===== config.mk =====
export PLATFORM = sky130hd
export DESIGN_NAME = rxring_admit
export DESIGN_NICKNAME = d
export VERILOG_FILES = /design/src/rtl/rxring_pkg.sv /design/src/rtl/rxring_len_gate.sv /design/src/rtl/rxring_free_calc.sv /design/src/rtl/rxring_head_trk.sv /design/src/rtl/rxring_admit.sv
export SDC_FILE = /design/constraint.sdc
export NUM_CORES = 1
export LEC_CHECK = 0
export BUFFER_PORTS_ARGS = -buffer_cell sky130_fd_sc_hd__buf_2
export CORE_MARGIN = 2
export CORE_UTILIZATION = 58
export DETAILED_ROUTE_END_ITERATION = 10
export MAX_ROUTING_LAYER = met4
export PLACE_DENSITY = 0.77
export SYNTH_ARGS = -nofsm -noshare
export SYNTH_HDL_FRONTEND = slang
export SYNTH_SLANG_ARGS = --single-unit

===== constraint.sdc =====
create_clock -name clk -period 13.27 [get_ports clk]
set_input_delay 0.6635 -clock clk [delete_from_list [all_inputs] [get_ports clk]]
set_output_delay 0.6635 -clock clk [all_outputs]
set_load 0.01 [all_outputs]

===== src/rtl/rxring_pkg.sv =====
package rxring_pkg;
   typedef struct packed {
      logic long_ok;
      logic bad_ok;
      logic crc_strip;
   } rx_ctl_t;
endpackage


===== src/rtl/rxring_len_gate.sv =====
module rxring_len_gate
   import rxring_pkg::*;
#(
   parameter int LEN_W     = 16,
   parameter int MIN_FRAME = 60,
   parameter int MAX_PLAIN = 1522,
   parameter int FCS_BYTES = 4
) (
   input  logic [LEN_W-1:0] raw_len,
   input  rx_ctl_t          ctl,
   output logic [LEN_W:0]   tot_len,
   output logic             too_long
);
   logic [LEN_W-1:0] pad_len;

   if (MAX_PLAIN < MIN_FRAME) begin : g_bad_limits
      $error("rxring_len_gate: MAX_PLAIN below MIN_FRAME");
   end
   if (MAX_PLAIN >= (1 << LEN_W)) begin : g_bad_width
      $error("rxring_len_gate: MAX_PLAIN does not fit LEN_W");
   end

   always_comb begin
      pad_len  = (raw_len < LEN_W'(MIN_FRAME)) ? LEN_W'(MIN_FRAME) : raw_len;
      too_long = (pad_len > LEN_W'(MAX_PLAIN)) && !ctl.long_ok && !ctl.bad_ok;
   end

   if (FCS_BYTES == 0) begin : g_no_trailer
      assign tot_len = {1'b0, pad_len};
   end else begin : g_trailer
      assign tot_len = {1'b0, pad_len} +
                       (ctl.crc_strip ? (LEN_W+1)'(0) : (LEN_W+1)'(FCS_BYTES));
   end
endmodule


===== src/rtl/rxring_free_calc.sv =====
module rxring_free_calc #(
   parameter int PTR_W      = 16,
   parameter int LEN_W      = 16,
   parameter int RLEN_W     = 20,
   parameter int DESC_BYTES = 16
) (
   input  logic [PTR_W-1:0]  head,
   input  logic [PTR_W-1:0]  tail,
   input  logic [RLEN_W-1:0] ring_bytes,
   input  logic [LEN_W-1:0]  buf_bytes,
   input  logic [LEN_W:0]    tot_len,
   output logic              room
);
   localparam int DESC_SH = $clog2(DESC_BYTES);
   localparam int CW      = ((RLEN_W > PTR_W) ? RLEN_W : PTR_W) + 1;
   localparam int PW      = CW + LEN_W + 1;

   logic [CW-1:0] slots, free_cnt, h_w, t_w;
   logic [PW-1:0] cap;
   logic          single;

   if ((1 << DESC_SH) == DESC_BYTES) begin : g_shift
      assign slots = CW'(ring_bytes >> DESC_SH);
   end else begin : g_divide
      assign slots = CW'(ring_bytes / RLEN_W'(DESC_BYTES));
   end

   always_comb begin
      h_w = CW'(head);
      t_w = CW'(tail);
      if (h_w < t_w)      free_cnt = t_w - h_w;
      else if (h_w > t_w) free_cnt = slots + t_w - h_w;
      else                free_cnt = '0;
      cap    = PW'(free_cnt) * PW'(buf_bytes);
      single = tot_len <= {1'b0, buf_bytes};
      room   = single ? (head != tail) : (cap >= PW'(tot_len));
   end
endmodule


===== src/rtl/rxring_head_trk.sv =====
module rxring_head_trk #(
   parameter int PTR_W      = 16,
   parameter int RLEN_W     = 20,
   parameter int DESC_BYTES = 16
) (
   input  logic              clk,
   input  logic              rst_n,
   input  logic              take,
   input  logic [RLEN_W-1:0] ring_bytes,
   input  logic              frm_begin,
   input  logic              frm_abort,
   output logic [PTR_W-1:0]  head,
   output logic              overrun
);
   localparam int DESC_SH = $clog2(DESC_BYTES);
   localparam int SW      = PTR_W + 1 + DESC_SH + 1;
   localparam int CW      = (SW > RLEN_W) ? SW : RLEN_W;

   logic [PTR_W:0]   inc;
   logic [CW-1:0]    inc_bytes;
   logic [PTR_W-1:0] head_nxt, start_q;
   logic             live_q;

   always_comb begin
      inc       = {1'b0, head} + 1'b1;
      inc_bytes = CW'(inc) * CW'(DESC_BYTES);
      head_nxt  = (inc_bytes >= CW'(ring_bytes)) ? '0 : inc[PTR_W-1:0];
   end

   always_ff @(posedge clk) begin
      if (!rst_n) begin
         head    <= '0;
         start_q <= '0;
         live_q  <= 1'b0;
         overrun <= 1'b0;
      end else begin
         if (take) head <= head_nxt;
         if (frm_begin) begin
            start_q <= head;
            live_q  <= 1'b1;
            overrun <= 1'b0;
         end else if (frm_abort) begin
            live_q  <= 1'b0;
            overrun <= 1'b0;
         end else if (take && live_q && (head_nxt == start_q)) begin
            overrun <= 1'b1;
         end
      end
   end
endmodule


===== src/rtl/rxring_admit.sv =====
module rxring_admit
   import rxring_pkg::*;
#(
   parameter int LEN_W      = 16,
   parameter int PTR_W      = 16,
   parameter int RLEN_W     = 20,
   parameter int DATA_W     = 32,
   parameter int DESC_BYTES = 16,
   parameter int MIN_FRAME  = 60,
   parameter int MAX_PLAIN  = 1522,
   parameter int FCS_BYTES  = 4
) (
   input  logic              clk,
   input  logic              rst_n,
   input  logic              frm_valid,
   input  logic [LEN_W-1:0]  frm_len,
   input  logic              ctl_long_ok,
   input  logic              ctl_bad_ok,
   input  logic              ctl_crc_strip,
   input  logic              ctl_wr,
   input  logic [RLEN_W-1:0] ring_bytes,
   input  logic [LEN_W-1:0]  buf_bytes,
   input  logic              tail_wr,
   input  logic [DATA_W-1:0] tail_wdata,
   input  logic              desc_take,
   output logic              acc_valid,
   output logic              acc_ok,
   output logic [LEN_W:0]    acc_len,
   output logic              bufs_avail,
   output logic              flush_req,
   output logic [PTR_W-1:0]  head,
   output logic [PTR_W-1:0]  tail,
   output logic              overrun
);
   if (DATA_W < PTR_W) begin : g_bad_data
      $error("rxring_admit: DATA_W narrower than PTR_W");
   end
   if (DESC_BYTES < 1) begin : g_bad_desc
      $error("rxring_admit: DESC_BYTES must be positive");
   end

   rx_ctl_t          ctl;
   logic [LEN_W:0]   tot_len;
   logic             too_long, room, ok_now;
   logic [PTR_W-1:0] tail_new;

   always_comb begin
      ctl      = '{long_ok: ctl_long_ok, bad_ok: ctl_bad_ok, crc_strip: ctl_crc_strip};
      ok_now   = room && !too_long;
      tail_new = tail_wdata[PTR_W-1:0];
   end

   rxring_len_gate #(
      .LEN_W(LEN_W), .MIN_FRAME(MIN_FRAME), .MAX_PLAIN(MAX_PLAIN), .FCS_BYTES(FCS_BYTES)
   ) u_len (
      .raw_len(frm_len), .ctl(ctl), .tot_len(tot_len), .too_long(too_long)
   );

   rxring_free_calc #(
      .PTR_W(PTR_W), .LEN_W(LEN_W), .RLEN_W(RLEN_W), .DESC_BYTES(DESC_BYTES)
   ) u_free (
      .head(head), .tail(tail), .ring_bytes(ring_bytes), .buf_bytes(buf_bytes),
      .tot_len(tot_len), .room(room)
   );

   rxring_head_trk #(
      .PTR_W(PTR_W), .RLEN_W(RLEN_W), .DESC_BYTES(DESC_BYTES)
   ) u_head (
      .clk(clk), .rst_n(rst_n), .take(desc_take), .ring_bytes(ring_bytes),
      .frm_begin(frm_valid && ok_now), .frm_abort(frm_valid && !ok_now),
      .head(head), .overrun(overrun)
   );

   always_ff @(posedge clk) begin
      if (!rst_n) begin
         acc_valid <= 1'b0;
         acc_ok    <= 1'b0;
         acc_len   <= '0;
         tail      <= '0;
         flush_req <= 1'b0;
      end else begin
         acc_valid <= frm_valid;
         if (frm_valid) begin
            acc_ok  <= ok_now;
            acc_len <= tot_len;
         end
         if (tail_wr) tail <= tail_new;
         flush_req <= ctl_wr || (tail_wr && (tail_new != head));
      end
   end

   assign bufs_avail = (head != tail);
endmodule


# --- Yosys cells after proc, flatten, opt, wreduce, memory -nomap -nowiden ---
# Cells that the tools add are included.
op_classes:
  addsub: 5
  n_mul: 1
  magnitude_cmp: 7
  eq_ne: 3
  n_mux: 8
  bitwise_logic: 1
  reduce_logical: 15
ops:
  columns: ["operator", "n"]
  rows:
  - ["21-bit 2-to-1 mux", 2]
  - ["37-bit by 17-bit greater-or-equal comparator with 1-bit output", 1]
  - ["21-bit by 16-bit multiplier with 37-bit output", 1]
  - ["16-bit 2-to-1 mux", 2]
  - ["16-bit != test", 2]
  - ["21-bit by 20-bit greater-or-equal comparator with 1-bit output", 1]
  - ["21-bit by 16-bit subtractor with 21-bit output", 1]
  - ["16-bit by 1-bit adder with 17-bit output, second input constant", 1]
  - ["16-bit by 16-bit adder with 17-bit output", 1]
  - ["16-bit by 17-bit adder with 17-bit output", 1]
  - ["17-bit by 16-bit <= comparator with 1-bit output", 1]
  - ["16-bit by 16-bit subtractor with 17-bit output", 1]
  - ["16-bit == test", 1]
  - ["16-bit by 11-bit > comparator with 1-bit output, second input constant", 1]
  - ["16-bit > comparator", 1]
  - ["16-bit < comparator", 1]
  - ["16-bit by 6-bit < comparator with 1-bit output, second input constant", 1]
  - ["1-bit logical AND", 8]
  - ["1-bit zero test", 4]
  - ["1-bit 2-to-1 mux", 3]
  - ["3-bit 2-to-1 mux", 1]
  - ["3-bit OR reduction", 1]
  - ["2-bit nonzero test", 1]
  - ["1-bit logical OR", 1]
  - ["1-bit inverter", 1]
totals:
  reg_bits: 70
  out_inout_bits: 54

# --- Longest topological paths before layout ---
# Gate-level depths: netlist (run 1).
logic_depth:
  word_depth: 12
  mapped_depth: 49
  mapped_depth_nobuf: 45

# --- Hierarchy ---
# A second synthesis (run 1) with hierarchy kept.
unflattened:
  cells_unflattened: 2172
  hier_area_um2: 18381.4
modules_own_cells:
  columns: ["module", "n_inst", "cells_per_inst", "area_per_inst_um2"]
  rows:
  - ["rxring_free_calc", 1, 1662, 13857.0]
  - ["rxring_head_trk", 1, 285, 2407.3]
  - ["rxring_admit", 1, 161, 1696.6]
  - ["rxring_len_gate", 1, 64, 420.4]

# --- Worst setup path after synthesis (run 1) ---
# No wires, ideal clock.
synth_path:
  kind: "input to register"
  from: "in ring_bytes[5]"
  to: "reg u_head.start_q[11]"
  setup_ns: 0.095
  t_arrival_ns: 10.705
  path_slack_ns: 2.469
  stages: 41
  path_cell_list: "ha_1 > a21o_1 > a21oi_1 > o21bai_1 > a21o_1 > a21oi_1 > o21ai_0 > o41ai_1 > o21bai_1 > a21oi_1 > xnor2_1 > ha_1 > and3_1 > o311a_1 > nor4_1 > o32ai_1 > a211oi_1 > clkbuf_1 > (+5 left out) > fa_1 > fa_1 > inv_1 > fa_1 > inv_1 > ha_1 > and2_1 > buf_6 > a21o_1 > a221oi_2 > or3b_4 > a31o_1 > a2111oi_4 > nand4b_4 > or2_1 > buf_6 > buf_6 > o311ai_1"
synth_via:
  elab_chain_cells: 9
synth_lines:
  columns: ["item", "line_no", "source"]
  rows:
  - ["start, declared", "rxring_admit.sv:21", "input logic [RLEN_W-1:0] ring_bytes,"]
  - ["16-bit by 16-bit adder with 17-bit output", "rxring_free_calc.sv:32", "else if (h_w > t_w) free_cnt = slots + t_w - h_w;"]
  - ["21-bit by 16-bit subtractor with 21-bit output", "rxring_free_calc.sv:32", null]
  - ["21-bit 2-to-1 mux", "rxring_free_calc.sv:32", null]
  - ["21-bit 2-to-1 mux", "rxring_free_calc.sv:31", "if (h_w < t_w) free_cnt = t_w - h_w;"]
  - ["21-bit by 16-bit multiplier with 37-bit output", "rxring_free_calc.sv:34", "cap = PW'(free_cnt) * PW'(buf_bytes);"]
  - ["37-bit by 17-bit greater-or-equal comparator with 1-bit output", "rxring_free_calc.sv:36", "room = single ? (head != tail) : (cap >= PW'(tot_len));"]
  - ["1-bit 2-to-1 mux", "rxring_free_calc.sv:36", null]
  - ["1-bit logical AND", "rxring_admit.sv:49", "ok_now = room && !too_long;"]
  - ["1-bit logical AND", "rxring_admit.sv:70", ".frm_begin(frm_valid && ok_now), .frm_abort(frm_valid && !ok_now),"]
  - ["end signal, assigned", "rxring_head_trk.sv:33", "start_q <= '0;"]
  - ["end signal, assigned", "rxring_head_trk.sv:39", "start_q <= head;"]
  - ["end, declared", "rxring_head_trk.sv:21", "logic [PTR_W-1:0] head_nxt, start_q;"]
# No other way between the ends.
# A chain may end at the register's enable or synchronous reset.

# --- Final worst setup path (run 1) ---
layout_path:
  from: "reg u_head.head[1]"
  to: "reg u_head.start_q[11]"
layout_via:
  elab_chain_cells: 8
  word_cells_on_any_way: 12
  classes_between: "add/sub: 2; mul: 1; order compare: 3; eq/ne: 1; mux: 3; reduce/logical: 2"
layout_lines:
  columns: ["item", "line_no", "source"]
  rows:
  - ["start, declared", "rxring_head_trk.sv:12", "output logic [PTR_W-1:0] head,"]
  - ["start signal, assigned", "rxring_head_trk.sv:37", "if (take) head <= head_nxt;"]
  - ["21-bit by 16-bit subtractor with 21-bit output / 16-bit > comparator (equally long branches)", "rxring_free_calc.sv:32", null]
  - ["21-bit 2-to-1 mux", "rxring_free_calc.sv:32", null]
  - ["21-bit 2-to-1 mux", "rxring_free_calc.sv:31", null]
  - ["21-bit by 16-bit multiplier with 37-bit output", "rxring_free_calc.sv:34", null]
  - ["37-bit by 17-bit greater-or-equal comparator with 1-bit output", "rxring_free_calc.sv:36", null]
  - ["1-bit 2-to-1 mux (*)", "rxring_free_calc.sv:36", null]
  - ["1-bit logical AND (*)", "rxring_admit.sv:49", null]
  - ["1-bit logical AND (*)", "rxring_admit.sv:70", null]
# Every way passes the cells marked *; elsewhere a longest branch is shown, timed or not.

==> impl_metrics.py, run 1 <==
metrics = {
    "status": {
        "status": "finished, final reports clean",
    },
    "routing": {
        "drt-met1-wl_mm": 21.62,
        "drtPass1Iterations": 5,
        "via_per_inst": 5.919,
        "drtAntennaViolNets": 0,
        "top_layer_used": "met4",
        "drtIter0Drc": 1178,
        "wl_mm": 52.18,
        "drc": 0,
        "vias": 16610,
        "dr_wl_met2_mm": 25.16,
        "wl_per_cell_um": 18.60,
        "wl_met3_mm": 3.430,
    },
    "layout": {
        "final_cell_mix": "inv_1, nand2_1, fa_1",
        "layout_commonest_cell": "inv_1",
        "area_growth_pct": 7.309,
        "fin_nets": 2928,
        "antenna_cells": 0,
        "layout-drive-gt1-share_pct": 9.349,
    },
    "synthesis": {
        "synth-seq-cells": 70,
        "synth_warnings": 0,
        "ys.flop_type": "dfxtp_1",
        "synth_area_mm2": 0.01890,
        "synth-edff-count": 0,
        "syn_nets": 2866,
        "synth_cell_types": 84,
        "postSynthAreaPerCell_um2": 8.228,
        "syn-instance-count": 2297,
        "yosysSeqAreaShare_pct": 7.414,
        "ys_async_sr_fraction_pct": 0,
    },
    "clock_network": {
        "cts.repair.resized": 0,
        "postCtsSetupRepairBufs": 0,
        "cts_sinks": 70,
        "worstSkewPairLatency_ns": 0.35,
        "htree_levels": 3,
        "postCtsHoldBufs": 0,
        "cts_buffers": 9,
        "clockRootBuffer": "clkbuf_16",
        "clockBufferDepth": 2,
        "clk_transition_reported_paths_ns": 0.07,
        "cts_tree": "built",
    },
    "sta": {
        "setup-violations-final": 0,
        "finalCriticalPeriod_ns": 12.23,
        "slew_violations": 0,
        "relSlewSlack_pct": 18.85,
        "rsz0062_at_grt": "false",
        "setup_tns_ns": 0,
        "hold_viol_final": 0,
        "worstMarginPinSlew_ns": 1.204,
        "fin_crit_sh_pct": 92.18,
        "clock_skew_ns": 0.01420,
        "fmax_mhz": 81.75,
    },
    "die": {
        "initial_core_util_pct": 58.54,
        "fp.dieArea_mm2": 0.03405,
        "die-width_um": 184.5,
        "dieHeight_um": 184.5,
        "core_mm2": 0.03229,
        "pin_count": 147,
        "rows": 66,
    },
    "setup_path": {
        "reg2reg_to": "u_head.start_q[11]",
        "path_class": "flip-flop to flip-flop",
        "startpoint_type": "flip-flop",
        "ff2ff_setup_slack_ns": 1.04,
        "cpMaxStageDelayCell": "o41ai_2",
        "crit_path_end": "u_head.start_q[11]",
        "slowest_delay_ns": 1.15,
        "setup.worst_path.start": "u_head.head[1]",
        "path_max_fanout": 16,
        "required_ns": 13.52,
        "crit_arrival_ns": 12.48,
        "r2r_cells": 40,
        "cp-end-kind": "flip-flop",
        "reg2reg_from": "u_head.head[1]",
    },
    "grt": {
        "grt_pass1_vias": 17255,
        "grt_overflow": 0,
        "antenna_found_initial": 0,
        "grtUsageTotal_pct": 33.03,
        "grt_max_degree": 87,
        "grt_pass1_wl_mm": 86.72,
    },
    "place": {
        "place_hpwl_mm": 42.17,
        "io_buffers": 130,
        "gp_congestion": 0.9890,
    },
    "min_path": {
        "hold_class": "flip-flop to flip-flop",
    },
    "job": {
        "maxCapViolations": 0,
    },
}
## worst min-delay path by stage
stage                         from        endpoint  cells after the start
floorplan            u_head.live_q   u_head.live_q                      2
CTS                    acc_len[12]     acc_len[12]                      1
detailed placement      acc_len[7]      acc_len[7]                      1
global placement    u_head.overrun  u_head.overrun                      2
finish               u_head.live_q   u_head.live_q                      2
global route           acc_len[11]     acc_len[11]                      1
## critical path, delay by kind of cell, from the launching register on
kind / cells / cell delay, ns
AOI/OAI and AO/OA: 13 / 4.10
xor gates and xnor gates: 1 / 0.21
adders and majority gates: 9 / 3.74
buffers and inverters: 7 / 0.90
DFF: 1 / 0.59
and+or+nand+nor: 10 / 2.59
## cell usage after synthesis, types with 6 or more instances
master	n	area (um^2)
ha_1	209	2615
or3_1	7	43.79
o31ai_1	15	112.6
a211oi_1	16	120.1
nand3b_1	7	52.55
a21oi_1	81	405.4
nor3b_1	6	45.04
clkbuf_1	99	371.6
o311ai_1	16	140.1
o21ai_0	91	455.4
nor2_1	77	289.0
nor2b_1	42	262.8
dfxtp_1	70	1401
xnor2_1	57	499.2
inv_1	381	1430
nand3_1	50	250.2
xor2_1	40	350.3
a2bb2oi_1	16	140.1
and2_1	140	875.8
nor4_1	12	75.07
nor3_1	25	125.1
fa_1	267	5345
o21bai_1	9	67.56
o211a_1	11	110.1
o21a_1	26	195.2
nand2b_1	14	87.58
o2111ai_1	8	70.07
nand4_1	22	137.6
and4_1	6	52.55
and3_1	32	200.2
mux2i_1	29	290.3
o41ai_1	6	52.55
o211ai_1	9	67.56
a21o_1	30	225.2
nand2_1	270	1013
## routing by layer
layer  GRT usage [%]  vias up
li1                -     7694
met1           40.70     8133
met2           55.34      661
met3           4.663      122
met4           12.10        0
met5               -        -
## kinds of logic (layout without fill, tap and decap cells)
kind of cell / count (synthesis) / count (layout) / share of synthesized area [%]
XOR/XNOR: 97 / 97 / 4.495
AND/OR/NAND/NOR: 728 / 728 / 19.46
AO/OA/AOI/OAI: 404 / 404 / 14.91
buffers and inverters: 489 / 556 / 9.837
adder cells (fa/ha/maj): 476 / 476 / 42.12
multiplexers: 33 / 33 / 1.774
flip-flops: 70 / 70 / 7.414
## cell type report
type	instances	area, um^2
Timing Repair Buffer	159	868.3
Sequential cell	70	1401
Tap cell	442	553.0
Multi-Input combinational cell	1738	15740
Fill cell	2793	12010
Inverter	381	1430
Clock inverter	7	63.81
Clock buffer	9	225.2
## metrics by stage
stage	std cells	hold WS (ns)	utilization, %	cell area (um^2)	setup WS (ns)
floorplan	2297	0.4258	-	18900	2.469
global placement	2790	0.4552	61.92	19990	1.311
detailed placement	2790	0.4679	61.92	19990	1.115
CTS	2806	0.4836	62.81	20280	1.260
global route	2806	0.4976	62.81	20280	0.4303
finish	2806	0.4806	62.81	20280	1.038
## state kept, by name (all words and copies together), names as in the netlist
signal          count
acc_ok              1
acc_valid           1
tail               16
flush_req           1
u_head.head        16
acc_len            17
u_head.overrun      1
u_head.start_q     16
u_head.live_q       1
Power of run 1 is not shown: default switching activity piles up to over one toggle a cycle in this logic, so the estimate is an artifact.
==> run 2: changes to the inputs <==
clock period = 15.06 ns   (was 13.27 ns; I/O delays follow)
==> run 2 against run 1 <==
Effect of this change: first-iteration DRC count fell by 2.6%; wire length is 0.13% higher; global-route usage is 0.37 points lower; register-to-register slack better by 1.5 ns; critical path type unchanged; via count increased by 0.21%; largest cell class unchanged.
==> impl_metrics.py, run 2 (same netlist as run 1, synthesis figures left out) <==
metrics = {
    "setup_path": {
        "r2r_cells": 40,
        "reg2reg_from": "u_head.head[1]",
        "path_class": "flip-flop to flip-flop",
        "startpoint_type": "flip-flop",
        "slowest_delay_ns": 0.90,
        "path_max_fanout": 18,
        "crit_arrival_ns": 12.77,
        "cpMaxStageDelayCell": "o31ai_4",
        "reg2reg_to": "u_head.start_q[13]",
        "required_ns": 15.31,
        "ff2ff_setup_slack_ns": 2.54,
        "cp-end-kind": "flip-flop",
    },
    "sta": {
        "hold_viol_final": 0,
        "slew_violations": 0,
        "fmax_mhz": 79.89,
        "finalCriticalPeriod_ns": 12.52,
        "clock_skew_ns": 0.008737,
        "setup-violations-final": 0,
        "setup_tns_ns": 0,
        "worstMarginPinSlew_ns": 1.095,
        "relSlewSlack_pct": 27.00,
        "fin_crit_sh_pct": 83.11,
        "rsz0062_at_grt": "false",
    },
    "min_path": {
        "whs_path_depth": 2,
        "holdPathEnd": "u_head.overrun",
        "hold_class": "flip-flop to flip-flop",
        "hold_start": "u_head.overrun",
    },
    "die": {
        "die-width_um": 184.5,
        "initial_core_util_pct": 58.54,
        "fp.dieArea_mm2": 0.03405,
        "pin_count": 147,
        "rows": 66,
        "core_mm2": 0.03229,
        "dieHeight_um": 184.5,
    },
    "clock_network": {
        "cts_tree": "built",
        "postCtsHoldBufs": 0,
        "postCtsSetupRepairBufs": 0,
        "clockBufferDepth": 2,
        "cts_buffers": 9,
        "cts.repair.resized": 0,
        "cts_sinks": 70,
        "worstSkewPairLatency_ns": 0.35,
        "clk_transition_reported_paths_ns": 0.06,
        "clockRootBuffer": "clkbuf_16",
        "htree_levels": 3,
    },
    "grt": {
        "grtUsageTotal_pct": 32.66,
        "grt_pass1_wl_mm": 85.96,
        "antenna_found_initial": 0,
        "grt_max_degree": 87,
        "grt_pass1_vias": 17265,
        "grt_overflow": 0,
    },
    "layout": {
        "largest_register": "acc_len",
        "layout-drive-gt1-share_pct": 9.156,
        "largest_reg_flops": 17,
        "fin_nets": 2924,
        "area_growth_pct": 7.202,
        "final_cell_mix": "inv_1, nand2_1, fa_1",
        "layout_commonest_cell": "inv_1",
        "fin_util_pct": 62.75,
        "fillCellCount": 2803,
        "antenna_cells": 0,
    },
    "job": {
        "maxCapViolations": 0,
    },
    "routing": {
        "drc": 0,
        "drtPass1Iterations": 5,
        "via_per_inst": 5.943,
        "drtIter0Drc": 1147,
        "wl_mm": 52.25,
        "drtAntennaViolNets": 0,
        "vias": 16645,
        "wl_per_cell_um": 18.65,
    },
    "place": {
        "io_buffers": 130,
        "place_hpwl_mm": 42.17,
        "gp_congestion": 0.9739,
    },
    "status": {
        "status": "finished, final reports clean",
    },
}
run 2: changes by cell type in the layout (fill, tap and decap cells not counted):
| cell | delta |
|---|---|
| inv_8 | -2 |
| o31ai_4 | +4 |
| buf_4 | -4 |
| clkinv_4 | -1 |
| inv_6 | -1 |
| o31ai_2 | -4 |
| clkinv_2 | +3 |
run 2: metrics by stage:
| stage | worst slack [ns] | cell area (um^2) | instances | hold slack [ns] |
|---|---|---|---|---|
| finish | 2.543 | 20260 | 2801 | 0.4788 |
| CTS | 2.674 | 20260 | 2801 | 0.4813 |
| detailed placement | 2.600 | 20000 | 2786 | 0.4668 |
| floorplan | 4.170 | 18900 | 2297 | 0.4258 |
| global placement | 2.725 | 20000 | 2786 | 0.4470 |
| global route | 1.666 | 20260 | 2801 | 0.4935 |
run 2: worst max path at each step:
stage | startpoint | to | slack (ns) | depth (start not counted)
2_1_floorplan | ring_bytes[5] | u_head.start_q[11] | 4.17 | 41
3_3_place_gp | ring_bytes[5] | u_head.start_q[15] | 2.72 | 43
3_5_place_dp | ring_bytes[5] | u_head.start_q[0] | 2.60 | 44
4_1_cts | u_head.head[1] | u_head.start_q[0] | 2.67 | 37
5_1_grt | u_head.head[1] | u_head.start_q[3] | 1.67 | 40
6_report | u_head.head[1] | u_head.start_q[13] | 2.54 | 40
run 2: worst max-delay path, delay by kind of cell (launching register included):
family | cells | cell delay (ns)
buffers and inverters | 7 | 0.70
flip-flops | 1 | 0.63
XOR/XNOR | 1 | 0.21
AO/OA/AOI/OAI | 13 | 4.12
AND/OR/NAND/NOR | 10 | 2.67
adder cells (fa/ha/maj) | 9 | 4.05
run 2: routing by layer:
| metal | wire length, um | global-route usage (%) | up-vias |
|---|---|---|---|
| met1 | 20740 | 38.89 | 8141 |
| met4 | 2077 | 12.83 | 0 |
| met2 | 26160 | 56.89 | 677 |
| li1 | - | - | 7679 |
| met3 | 3273 | 3.359 | 148 |
| met5 | 0 | - | - |
run 2: area by class of cell:
class / instances / area [um^2] / share of cell area (%)
clock buffers: 9 / 225.2 / 1.112
multi-input cells: 1738 / 15780 / 77.86
repair buffers: 155 / 838.3 / 4.137
clock inverters: 6 / 38.79 / 0.1914
flip-flops and latches: 70 / 1401 / 6.916
well taps: 442 / 553.0 / 2.729
inverters: 381 / 1430 / 7.058
Power of run 2 is left out for the same reason.
